**src/rtl/clkdiv_pkg.sv**
```systemverilog
package clkdiv_pkg;

    localparam int DIV_W    = 6;
    localparam int SEL_W    = 3;
    localparam int STOP_POS = 8;
    localparam int REG_W    = 32;

    typedef struct packed {
        logic             stop;
        logic [SEL_W-1:0] sel;
        logic [DIV_W-1:0] div;
    } cfg_t;

    localparam cfg_t CFG_RESET = '{stop: 1'b1, sel: '0, div: '0};

    // Low bit of the select field for a given parent count.
    function automatic int sel_lsb(input int n);
        return (n <= 4) ? 6 : 12;
    endfunction

    // Bits of the select field that exist for a given parent count.
    function automatic logic [SEL_W-1:0] sel_mask(input int n);
        if (n <= 1)      return 3'b000;
        else if (n <= 4) return 3'b011;
        else             return 3'b111;
    endfunction

endpackage

```
**src/rtl/clkdiv_ctrl_reg.sv**
```systemverilog
module clkdiv_ctrl_reg
    import clkdiv_pkg::*;
#(
    parameter int NUM_SRC = 8
) (
    input  logic             clk_i,
    input  logic             rst_ni,
    input  logic             we_i,
    input  logic [REG_W-1:0] wdata_i,
    output cfg_t             cfg_q_o,
    output cfg_t             cfg_nxt_o,
    output logic [REG_W-1:0] rdata_o
);

    localparam int               LSB  = sel_lsb(NUM_SRC);
    localparam logic [SEL_W-1:0] MASK = sel_mask(NUM_SRC);

    cfg_t cfg_d, cfg_q;
    logic unused_wdata;
    assign unused_wdata = ^wdata_i;

    always_comb begin
        cfg_d = cfg_q;
        if (we_i) begin
            cfg_d.stop = wdata_i[STOP_POS];
            cfg_d.sel  = wdata_i[LSB +: SEL_W] & MASK;
            // Staying stopped keeps the stored ratio.
            if (!(cfg_q.stop && wdata_i[STOP_POS]))
                cfg_d.div = wdata_i[DIV_W-1:0];
            // A stopped divider never holds a zero divide field.
            if (cfg_d.stop && (cfg_d.div == '0))
                cfg_d.div = '1;
        end
    end

    always_ff @(posedge clk_i) begin
        if (!rst_ni) cfg_q <= CFG_RESET;
        else         cfg_q <= cfg_d;
    end

    always_comb begin
        rdata_o                  = '0;
        rdata_o[DIV_W-1:0]       = cfg_q.div;
        rdata_o[STOP_POS]        = cfg_q.stop;
        rdata_o[LSB +: SEL_W]    = rdata_o[LSB +: SEL_W] | cfg_q.sel;
    end

    assign cfg_q_o   = cfg_q;
    assign cfg_nxt_o = cfg_d;

    assert_keep_div_R5: assert property (@(posedge clk_i) disable iff (!rst_ni)
        (we_i && cfg_q.stop && wdata_i[STOP_POS] && (cfg_q.div != '0)) |=> $stable(cfg_q.div));

    assert_no_zero_stop_R6: assert property (@(posedge clk_i) disable iff (!rst_ni)
        (we_i && wdata_i[STOP_POS]) |=> (cfg_q.div != '0));

endmodule

```
**src/rtl/clkdiv_src_mux.sv**
```systemverilog
module clkdiv_src_mux
    import clkdiv_pkg::*;
#(
    parameter int NUM_SRC = 8
) (
    input  logic [NUM_SRC-1:0] src_i,
    input  logic [SEL_W-1:0]   sel_i,
    output logic               strobe_o
);

    always_comb begin
        strobe_o = 1'b0;
        for (int i = 0; i < NUM_SRC; i++) begin
            if (sel_i == SEL_W'(i)) strobe_o = src_i[i];
        end
    end

endmodule

```
**src/rtl/clkdiv_counter.sv**
```systemverilog
module clkdiv_counter
    import clkdiv_pkg::*;
(
    input  logic             clk_i,
    input  logic             rst_ni,
    input  logic             stop_i,
    input  logic [DIV_W-1:0] nxt_div_i,
    input  logic [SEL_W-1:0] nxt_sel_i,
    input  logic             strobe_i,
    output logic [SEL_W-1:0] act_sel_o,
    output logic             tick_o,
    output logic             tgl_o
);

    typedef struct packed {
        logic [DIV_W-1:0] cnt;
        logic [DIV_W-1:0] div;
        logic [SEL_W-1:0] sel;
        logic             tick;
        logic             tgl;
    } st_t;

    st_t st_d, st_q;

    always_comb begin
        st_d      = st_q;
        st_d.tick = 1'b0;
        if (stop_i) begin
            st_d.cnt = '0;
            st_d.tgl = 1'b0;
            st_d.div = nxt_div_i;
            st_d.sel = nxt_sel_i;
        end else if (strobe_i) begin
            if (st_q.cnt == st_q.div) begin
                st_d.cnt  = '0;
                st_d.tick = 1'b1;
                st_d.tgl  = ~st_q.tgl;
                st_d.div  = nxt_div_i;
                st_d.sel  = nxt_sel_i;
            end else begin
                st_d.cnt = st_q.cnt + 1'b1;
            end
        end
    end

    always_ff @(posedge clk_i) begin
        if (!rst_ni) st_q <= '0;
        else         st_q <= st_d;
    end

    assign act_sel_o = st_q.sel;
    assign tick_o    = st_q.tick;
    assign tgl_o     = st_q.tgl;

    assert_quiet_stopped_R3: assert property (@(posedge clk_i) disable iff (!rst_ni)
        stop_i |=> (!tick_o && !tgl_o));

    assert_count_bound_R1: assert property (@(posedge clk_i) disable iff (!rst_ni)
        st_q.cnt <= st_q.div);

    assert_cfg_hold_R10: assert property (@(posedge clk_i) disable iff (!rst_ni)
        (!stop_i && !strobe_i) |=> ($stable(st_q.div) && $stable(st_q.sel)));

    assert_tgl_follows_tick_R12: assert property (@(posedge clk_i) disable iff (!rst_ni)
        (!stop_i && !strobe_i) |=> $stable(tgl_o));

endmodule

```
**src/rtl/strobe_clock_divider.sv**
```systemverilog
module strobe_clock_divider
    import clkdiv_pkg::*;
#(
    parameter int NUM_SRC = 8
) (
    input  logic               clk_i,
    input  logic               rst_ni,
    input  logic [NUM_SRC-1:0] src_tick_i,
    input  logic               reg_we_i,
    input  logic [31:0]        reg_wdata_i,
    output logic [31:0]        reg_rdata_o,
    output logic               div_tick_o,
    output logic               div_clk_o
);

    cfg_t             cfg_q, cfg_nxt;
    logic [SEL_W-1:0] act_sel;
    logic             strobe;
    logic             unused_cfg;
    assign unused_cfg = ^{cfg_q.sel, cfg_q.div};

    clkdiv_ctrl_reg #(.NUM_SRC(NUM_SRC)) u_reg (
        .clk_i     (clk_i),
        .rst_ni    (rst_ni),
        .we_i      (reg_we_i),
        .wdata_i   (reg_wdata_i),
        .cfg_q_o   (cfg_q),
        .cfg_nxt_o (cfg_nxt),
        .rdata_o   (reg_rdata_o)
    );

    clkdiv_src_mux #(.NUM_SRC(NUM_SRC)) u_mux (
        .src_i    (src_tick_i),
        .sel_i    (act_sel),
        .strobe_o (strobe)
    );

    clkdiv_counter u_cnt (
        .clk_i     (clk_i),
        .rst_ni    (rst_ni),
        .stop_i    (cfg_q.stop),
        .nxt_div_i (cfg_nxt.div),
        .nxt_sel_i (cfg_nxt.sel),
        .strobe_i  (strobe),
        .act_sel_o (act_sel),
        .tick_o    (div_tick_o),
        .tgl_o     (div_clk_o)
    );

    assert_stop_reads_back_R4: assert property (@(posedge clk_i) disable iff (!rst_ni)
        reg_rdata_o[STOP_POS] |=> !div_tick_o);

endmodule

```
**config.mk**
```make
export PLATFORM = sky130hd
export DESIGN_NAME = strobe_clock_divider
export DESIGN_NICKNAME = d
export VERILOG_FILES = /design/src/rtl/clkdiv_pkg.sv /design/src/rtl/clkdiv_ctrl_reg.sv /design/src/rtl/clkdiv_src_mux.sv /design/src/rtl/clkdiv_counter.sv /design/src/rtl/strobe_clock_divider.sv
export SDC_FILE = /design/constraint.sdc
export NUM_CORES = 1
export LEC_CHECK = 0
export ABC_AREA = 0
export BUFFER_PORTS_ARGS = -buffer_cell sky130_fd_sc_hd__buf_2
export CAP_MARGIN = 20
export CORE_MARGIN = 1.5
export CORE_UTILIZATION = 45
export DETAILED_ROUTE_END_ITERATION = 16
export GPL_TIMING_DRIVEN = 0
export PLACE_DENSITY = 0.87
export SKIP_CTS_REPAIR_TIMING = 1
export SYNTH_ARGS = -nofsm -noshare
export SYNTH_HDL_FRONTEND = slang
export SYNTH_SLANG_ARGS = --single-unit
```
**constraint.sdc**
```tcl
create_clock -name clk_i -period 2.3 [get_ports clk_i]
set_input_delay 0.23 -clock clk_i [delete_from_list [all_inputs] [get_ports clk_i]]
set_output_delay 0.23 -clock clk_i [all_outputs]
set_load 0.05 [all_outputs]
```
# Yosys cells after proc, flatten, opt, wreduce, memory -nomap -nowiden

Cells that the tools add are included.
W data, S select, Z words.

Reductions and logical operators: 10
Equality and inequality tests: 8
Bitwise logic cells: 3
Multiplexer cells: 16
$add $sub $neg: 1

Operators by type and width:

| cell                  | number |
|---|---|
| $mux W6               | 4 |
| $mux W11              | 2 |
| $mux W9               | 2 |
| $eq A3 B3 Y1 const B  | 4 |
| $mux W1               | 8 |
| $add A6 B1 Y6 const B | 1 |
| $eq A3 B2 Y1 const B  | 2 |
| $eq A6 B6 Y1          | 1 |
| $logic_not A6 Y1      | 1 |
| $reduce_and A2 Y1     | 2 |
| $reduce_bool A2 Y1    | 2 |
| $eq A3 B1 Y1 const B  | 1 |
| $logic_not A3 Y1      | 1 |
| $not A1 Y1            | 3 |
| $reduce_or A3 Y1      | 1 |
| $logic_and A1 B1 Y1   | 2 |
| $reduce_or A2 Y1      | 1 |

Register bits: 27
Output and inout port bits: 34

# Longest topological paths before layout

Gate-level depths: netlist of the first run.

Depth after elaboration: 11
Mapped depth: 7
Depth with buffers taken out: 5

# Hierarchy

Synthesis of the first run repeated with hierarchy kept, for this count alone.

Cells, all modules: 196
Area total of the unflattened synthesis: 1,813.0 um^2

Modules (own cells, without submodules):

| module          | instances | cells an instance | area each (um^2) | seq. area each (um^2) |
|---|---|---|---|---|
| clkdiv_counter  | 1         | 109               | 982.2            | 340.3 |
| clkdiv_ctrl_reg | 1         | 84                | 767.0            | 200.2 |
| clkdiv_src_mux  | 1         | 3                 | 63.8             | 0.0 |

# Worst setup path before layout of the first run

No wires, ideal clock.

Path kind: reg2reg
Start: reg u_cnt.st_q (netlist bit u_cnt.act_sel_o[0])
End: reg u_cnt.st_q (netlist bit u_cnt.act_sel_o[0])
Period minus slack after synthesis: 2,079 ps
Setup slack: 221 ps
Cell stages (with the launch flop): 8
Arrival time: 2,013 ps
Library setup time: 66 ps
Buffers on the path: 2
Cells stage by stage: dfxtp_1 -> mux4_2 -> mux2i_4 -> nor4_2 -> or3b_1 -> buf_2 -> buf_6 -> a2bb2oi_2

Cells in the longest elaborated chain, start to end: 11

Ends and longest elaborated chain:

| element                                 | RTL line             | RTL |
|---|---|---|
| start: declaration                      | clkdiv_counter.sv:23 | `st_t st_d, st_q;` |
| start signal: assignment                | clkdiv_counter.sv:48 | `else st_q <= st_d;` |
| $logic_not A3 Y1                        | clkdiv_src_mux.sv:14 | `if (sel_i == SEL_W'(i)) strobe_o = src_i[i];` |
| $mux W1 (7 in a row)                    | clkdiv_src_mux.sv:14 |  |
| $mux W1 (*)                             | clkdiv_src_mux.sv:14 |  |
| $reduce_bool A2 Y1 (no source line) (*) | --                   |  |
| $reduce_and A2 Y1 (no source line) (*)  | --                   |  |

Every way passes the cells marked *; elsewhere a longest branch is shown, timed or not.
A chain may end at the register's enable or synchronous reset.

# Final worst setup path of the first run

Start: reg u_cnt.st_q (netlist bit u_cnt.act_sel_o[0])
End: reg u_cnt.st_q (netlist bit u_cnt.act_sel_o[1])

The elaborated chain is that of the path after synthesis.

==> results of run 1 <==
[layout make-up]
type	count	area, µm²	area share
Timing Repair Buffer	33	170	0.0944
Tap cell	44	55.1	0.0306
Buffer	29	205	0.114
Multi-Input combinational cell	108	768	0.426
Inverter	9	33.8	0.0187
Clock inverter	1	5.00	0.00278
Clock buffer	3	22.5	0.0125
Sequential cell	27	542	0.301
[worst paths after layout]
kind                                                        end  slack (ps)  cells after the start
worst max-delay path            u_cnt.act_sel_o[1]$_SDFFE_PN0P_         180                      7
worst min-delay path                u_reg.cfg_q_o[1]$_SDFF_PN0_         160                      3
worst max register to register  u_cnt.act_sel_o[1]$_SDFFE_PN0P_         180                      7
worst min register to register       u_cnt.st_q[5]$_SDFFE_PN0P_         510                      1
[flip-flops by register name, indices dropped and copies added, names as in the netlist]
name,count
u_cnt.st_q,12
u_reg.cfg_q_o,10
u_cnt.act_sel_o,3
u_cnt.tgl_o,1
u_cnt.tick_o,1
[per-stage QoR]
stage,utilization,setup slack (ps)
after floorplan,-,221
after global placement,0.571,81.9
after detailed placement,0.571,37.7
after CTS,0.580,-10.3
after global routing,0.585,60.3
final,0.585,178
[logic make-up (layout without fill, tap and decap cells)]
kind of cell | after synthesis | after routing | synth area share
AO/OA/AOI/OAI | 24 | 24 | 0.141
XOR/XNOR | 12 | 12 | 0.0716
adder cells (fa/ha/maj) | 1 | 1 | 0.00852
buffers and inverters | 38 | 75 | 0.163
flip-flops | 27 | 27 | 0.368
multiplexers | 12 | 12 | 0.110
other | 1 | 22 | 0.00255
AND/OR/NAND/NOR | 37 | 37 | 0.135
[report_power, final]
group | total, mW | leakage [nW] | switching [mW] | internal, mW
registers | 0.542 | 0.222 | 0.0344 | 0.508
logic | 0.392 | 0.665 | 0.239 | 0.153
clock network | 0.202 | 0.0177 | 0.137 | 0.0651
total | 1.14 | 0.905 | 0.410 | 0.726
[routing by layer]
layer / GRT usage / vias to the layer above / wire (µm)
li1: - / 592 / -
met2: 0.298 / 36 / 1400
met5: 0 / - / 0
met3: 0.0390 / 4 / 144
met4: 0.0508 / 0 / 33
met1: 0.190 / 530 / 1180
[synthesized netlist by cell type]
cell / instances
a211oi_1: 1
a21boi_1: 1
a21oi_1: 2
a22oi_1: 1
a2bb2oi_1: 5
a2bb2oi_2: 4
and2_1: 4
and3b_1: 1
buf_2: 2
buf_4: 23
buf_6: 1
clkbuf_1: 3
conb_1: 1
dfxtp_1: 27
ha_1: 1
inv_1: 9
mux2_1: 2
mux2_2: 1
mux2i_1: 6
mux2i_4: 1
mux4_2: 2
nand2_1: 8
nand3_1: 2
nand4_1: 1
nor2_1: 9
nor2b_1: 2
nor3_1: 4
nor3b_1: 2
nor4_2: 1
nor4bb_1: 1
o211ai_1: 2
o21ai_0: 1
o21ai_1: 2
o22ai_1: 1
o32ai_1: 4
or2_0: 1
or3b_1: 1
xnor2_1: 9
xor2_1: 3
[worst min-delay path, delay by kind of cell]
| kind | cells | cell delay [ps] |
|---|---|---|
| AOI/OAI and AO/OA | 1 | 80 |
| buffers and inverters | 2 | 140 |
==> summary.md, run 1 <==
| Metric | Value |
|---|---|
| Unrepaired setup endpoints after global routing | `false` |
| Gr usage total | `0.165` |
| Wirelength per Cell | `10.9 µm` |
| Antenna Violating Nets Remaining | `0` |
| Yosys warns | `0` |
| Total wire length | `2760 µm` |
| Avg Vias per Cell | `4.57` |
| Core Area | `0.00308 mm²` |
| IO Count | `77` |
| Slew Viols, Final | `0` |
| R2R Path Start | `u_cnt.act_sel_o[0]$_SDFFE_PN0P_` |
| CP max-delay cell | `mux4_2` |
| Layout area overhead | `22.7%` |
| Num CTS Buffers | `3` |
| FMAX | `471 MHz` |
| H-tree levels | `1` |
| Max Cap Viol | `0` |
| Crit-path cells | `mux4_2, mux2i_4, nor4_2, or3b_1, buf_2, buf_6, a2bb2oi_2` |
| Drt first-iter violations | `41` |
| DIE AREA | `0.00362 mm²` |
| Final TNS setup | `0 ps` |
| Top-area cell type share of the netlist area | `0.368` |
| Post-synthesis sequential element count | `27` |
| Area contributors post-synth | `dfxtp_1, buf_4, xnor2_1` |
| Die W | `60.1 µm` |
| Cell accounting for the most synthesized area | `dfxtp_1` |
| Critical Path AT | `2390 ps` |
| Tmin final | `2120 ps` |
| Clk pin slew, worst setup/hold paths | `140 ps` |
| Die height | `60.1 µm` |
| PwrDens | `630 mW/mm²` |
| Crit path from | `u_cnt.act_sel_o[0]$_SDFFE_PN0P_` |
| Commonest non-fill, non-tap cell in the layout | `buf_2` |
| CP peak stage delay | `540 ps` |
| Count of cell types in the netlist | `39` |
| HPWL Detailed | `2240 µm` |
| Clk_skew | `6.56 ps` |
| Starting Density | `0.477` |
| Nets | `255` |
| Inst Count DP | `248` |
| Final hold vios | `0` |
| Root Driver | `clkbuf_4` |
| Initial antenna violation count | `0` |
| Mapped Area | `0.00147 mm²` |
| Setup crit end kind | `flop` |
| Worst-path fanout max | `10` |
| Worst Hold Launch | `reg_wdata_i[1]` |
| Leakage | `0.905 nW` |
| Skew-Pair Late Insertion Delay | `320 ps` |
| Final setup viols | `0` |
| Top Family by Delay on Critical Path | `multiplexers` |
| Sequential share of the synthesized area | `0.368` |
| Fin crit share | `0.923` |
| Drt pass-1 iters | `4` |
| Outcome | `finished clean` |
| Antenna Diode Count | `0` |
| Req. time, crit path | `2570 ps` |
| Pin count of the biggest net entering global routing | `16` |
| Layout cell share with drive strength beyond 1 | `0.348` |
| Number of global-route vias before repair | `1057` |
| Most frequent cells in the layout | `buf_2, dfxtp_1, buf_4` |
| Syn avg cell area | `9.66 µm²` |
| HP Class | `input port to flop` |
| Crit path buffers/inverters | `2` |
| Mapped Cells | `152` |
| Min Hold Slack | `160 ps` |
| Gr ovfl total | `0` |
| First-pass GRT wire length | `4520 µm` |
| Clock Tree Buf Depth | `2` |
| CTS tree | `yes` |
| I/O Buffers | `31` |
| DP Area | `0.00176 mm²` |
| Final cell count without fillers | `254` |
| Layout Cell Area excl Fill | `0.00180 mm²` |
| Fillers | `288` |
| Std cell rows | `20` |
| Vias post-DR | `1162` |
| Worst Max-Slew Pin Slew | `506 ps` |
| Crit path kind | `flop to flop` |
| Max rail drop VDD | `474 µV` |
| CTS sink cnt | `27` |
| Slew Limit Headroom | `0.663` |
| Power Total | `1.14 mW` |
| Residual DRC | `0` |
| CP startpoint kind | `flop` |
| Gpl congestion | `0.871` |
(Power assumes the default switching activity.)
==> run 2: changes to the inputs <==
--- a/config.mk
+++ b/config.mk
@@ -11,6 +11,7 @@
 export CORE_MARGIN = 1.5
-export CORE_UTILIZATION = 45
+export CORE_UTILIZATION = 48
+export CTS_CLUSTER_DIAMETER = 150
 export DETAILED_ROUTE_END_ITERATION = 16
 export GPL_TIMING_DRIVEN = 0
-export PLACE_DENSITY = 0.87
+export PLACE_DENSITY = 0.91
 export SKIP_CTS_REPAIR_TIMING = 1
==> constraint.sdc (replaced) <==
create_clock -name clk_i -period 2.6 [get_ports clk_i]
set_input_delay 0.39 -clock clk_i [delete_from_list [all_inputs] [get_ports clk_i]]
set_output_delay 0.39 -clock clk_i [all_outputs]
set_load 0.05 [all_outputs]
==> summary.md, run 2 (synthesis results as in run 1) <==
| Metric | Value |
|---|---|
| Outcome | `finished clean` |
| Sequential standard cell area | `541 µm²` |
| Drt first-iter violations | `31` |
| First-pass GRT wire length | `4220 µm` |
| FMAX | `439 MHz` |
| Num CTS Buffers | `3` |
| Fillers | `256` |
| Die W | `58.3 µm` |
| Fin crit share | `0.875` |
| Drt pass-1 iters | `4` |
| IO Count | `77` |
| Largest register by flop count | `u_cnt.st_q` |
| Layout Cell Area excl Fill | `0.00177 mm²` |
| Core Area | `0.00283 mm²` |
| Final core utilization | `0.625` |
| DIE AREA | `0.00340 mm²` |
| Final TNS setup | `0 ps` |
| Most frequent cells in the layout | `buf_2, dfxtp_1, buf_4` |
| Die height | `58.3 µm` |
| Antenna Diode Count | `0` |
| Gpl congestion | `0.837` |
| Setup ws final | `324 ps` |
| Std cell rows | `19` |
| Tmin final | `2280 ps` |
| Critical Path AT | `2540 ps` |
| PwrDens | `561 mW/mm²` |
| Starting Density | `0.519` |
| Unrepaired setup endpoints after global routing | `false` |
| Max reg flops | `12` |
| Max Cap Viol | `0` |
| Final cell count without fillers | `239` |
| Nets | `253` |
| Clk pin slew, worst setup/hold paths | `140 ps` |
| CTS tree | `yes` |
| Wirelength per Cell | `10.8 µm` |
| Crit path kind | `flop to flop` |
| CP startpoint kind | `flop` |
| Initial antenna violation count | `0` |
| Worst-path fanout max | `10` |
| Layout area overhead | `20.4%` |
| Clk_skew | `1.38 ps` |
| Gr usage total | `0.161` |
| Leakage | `0.893 nW` |
| Pre-CTS WS | `335 ps` |
| Pin count of the biggest net entering global routing | `15` |
| Total wire length | `2570 µm` |
| CTS sink cnt | `27` |
| H-tree levels | `1` |
| Area occupied by multi-input gates | `768 µm²` |
| Vias post-DR | `1142` |
| Antenna Violating Nets Remaining | `0` |
| Setup crit end kind | `flop` |
| Req. time, crit path | `2870 ps` |
| DP Area | `0.00174 mm²` |
| Layout cell share with drive strength beyond 1 | `0.332` |
| Number of global-route vias before repair | `1007` |
| Commonest non-fill, non-tap cell in the layout | `buf_2` |
| Skew-Pair Late Insertion Delay | `320 ps` |
| HPWL Detailed | `2080 µm` |
| Final setup viols | `0` |
| Final hold vios | `0` |
| Max rail drop VDD | `353 µV` |
| Slew Viols, Final | `0` |
| I/O Buffers | `31` |
| HP Class | `input port to flop` |
| Root Driver | `clkbuf_4` |
| Residual DRC | `0` |
| Avg Vias per Cell | `4.78` |
| Inst Count DP | `235` |
| Clock Tree Buf Depth | `2` |
| Gr ovfl total | `0` |
run 2: cell count changes in the layout (fill, tap and decap cells not counted), sizes merged:
cell,before,now
buf,59,57
clkbuf,6,7
clkinv,1,0
run 2: area by class of cell:
| type | count | area share |
|---|---|---|
| Multi-Input combinational cell | 108 | 0.435 |
| Sequential cell | 27 | 0.306 |
| Buffer | 29 | 0.116 |
| Timing Repair Buffer | 31 | 0.0878 |
| Tap cell | 31 | 0.0219 |
| Inverter | 9 | 0.0191 |
| Clock buffer | 4 | 0.0149 |
run 2: worst max-delay path, cell delays in order (launching register included):
cell and delay (ps):
dfxtp_1 450, mux4_2 560, mux2i_4 300, nor4_2 130, or3b_1 360, buf_2 160, buf_6 150, a2bb2oi_2 120
run 2: final timing paths:
| kind | start | to | slack (ps) | cells past startpoint |
|---|---|---|---|---|
| hold reg to reg | u_cnt.st_q[7]$_SDFFE_PN0P_ | u_cnt.st_q[7]$_SDFFE_PN0P_ | 520 | 1 |
| setup reg to reg | u_cnt.act_sel_o[0]$_SDFFE_PN0P_ | u_cnt.act_sel_o[0]$_SDFFE_PN0P_ | 320 | 7 |
| hold / removal | reg_wdata_i[1] | u_reg.cfg_q_o[1]$_SDFF_PN0_ | 310 | 3 |
| setup / recovery | u_cnt.act_sel_o[0]$_SDFFE_PN0P_ | u_cnt.act_sel_o[0]$_SDFFE_PN0P_ | 320 | 7 |
run 2: layer usage:
layer / wire [µm] / share of wire / global-route usage
met4: 45 / 0.017 / 0.0432
met2: 1210 / 0.47 / 0.283
met1: 1140 / 0.44 / 0.192
met3: 178 / 0.069 / 0.0462
met5: 0 / 0 / 0
run 2: stage by stage:
step | power (mW) | hold WS [ps]
after global routing | 1.04 | 312
after floorplan | 0.766 | 481
after detailed placement | 0.823 | 496
after CTS | 0.999 | 301
final | 0.992 | 312
after global placement | 0.816 | 494
run 2: where the power goes:
| part | internal [mW] | leakage (nW) | total (mW) | switching [mW] |
|---|---|---|---|---|
| Combinational | 0.128 | 0.656 | 0.335 | 0.207 |
| Clock | 0.0600 | 0.0150 | 0.178 | 0.118 |
| Sequential | 0.449 | 0.222 | 0.479 | 0.0304 |
| Total | 0.636 | 0.893 | 0.992 | 0.356 |
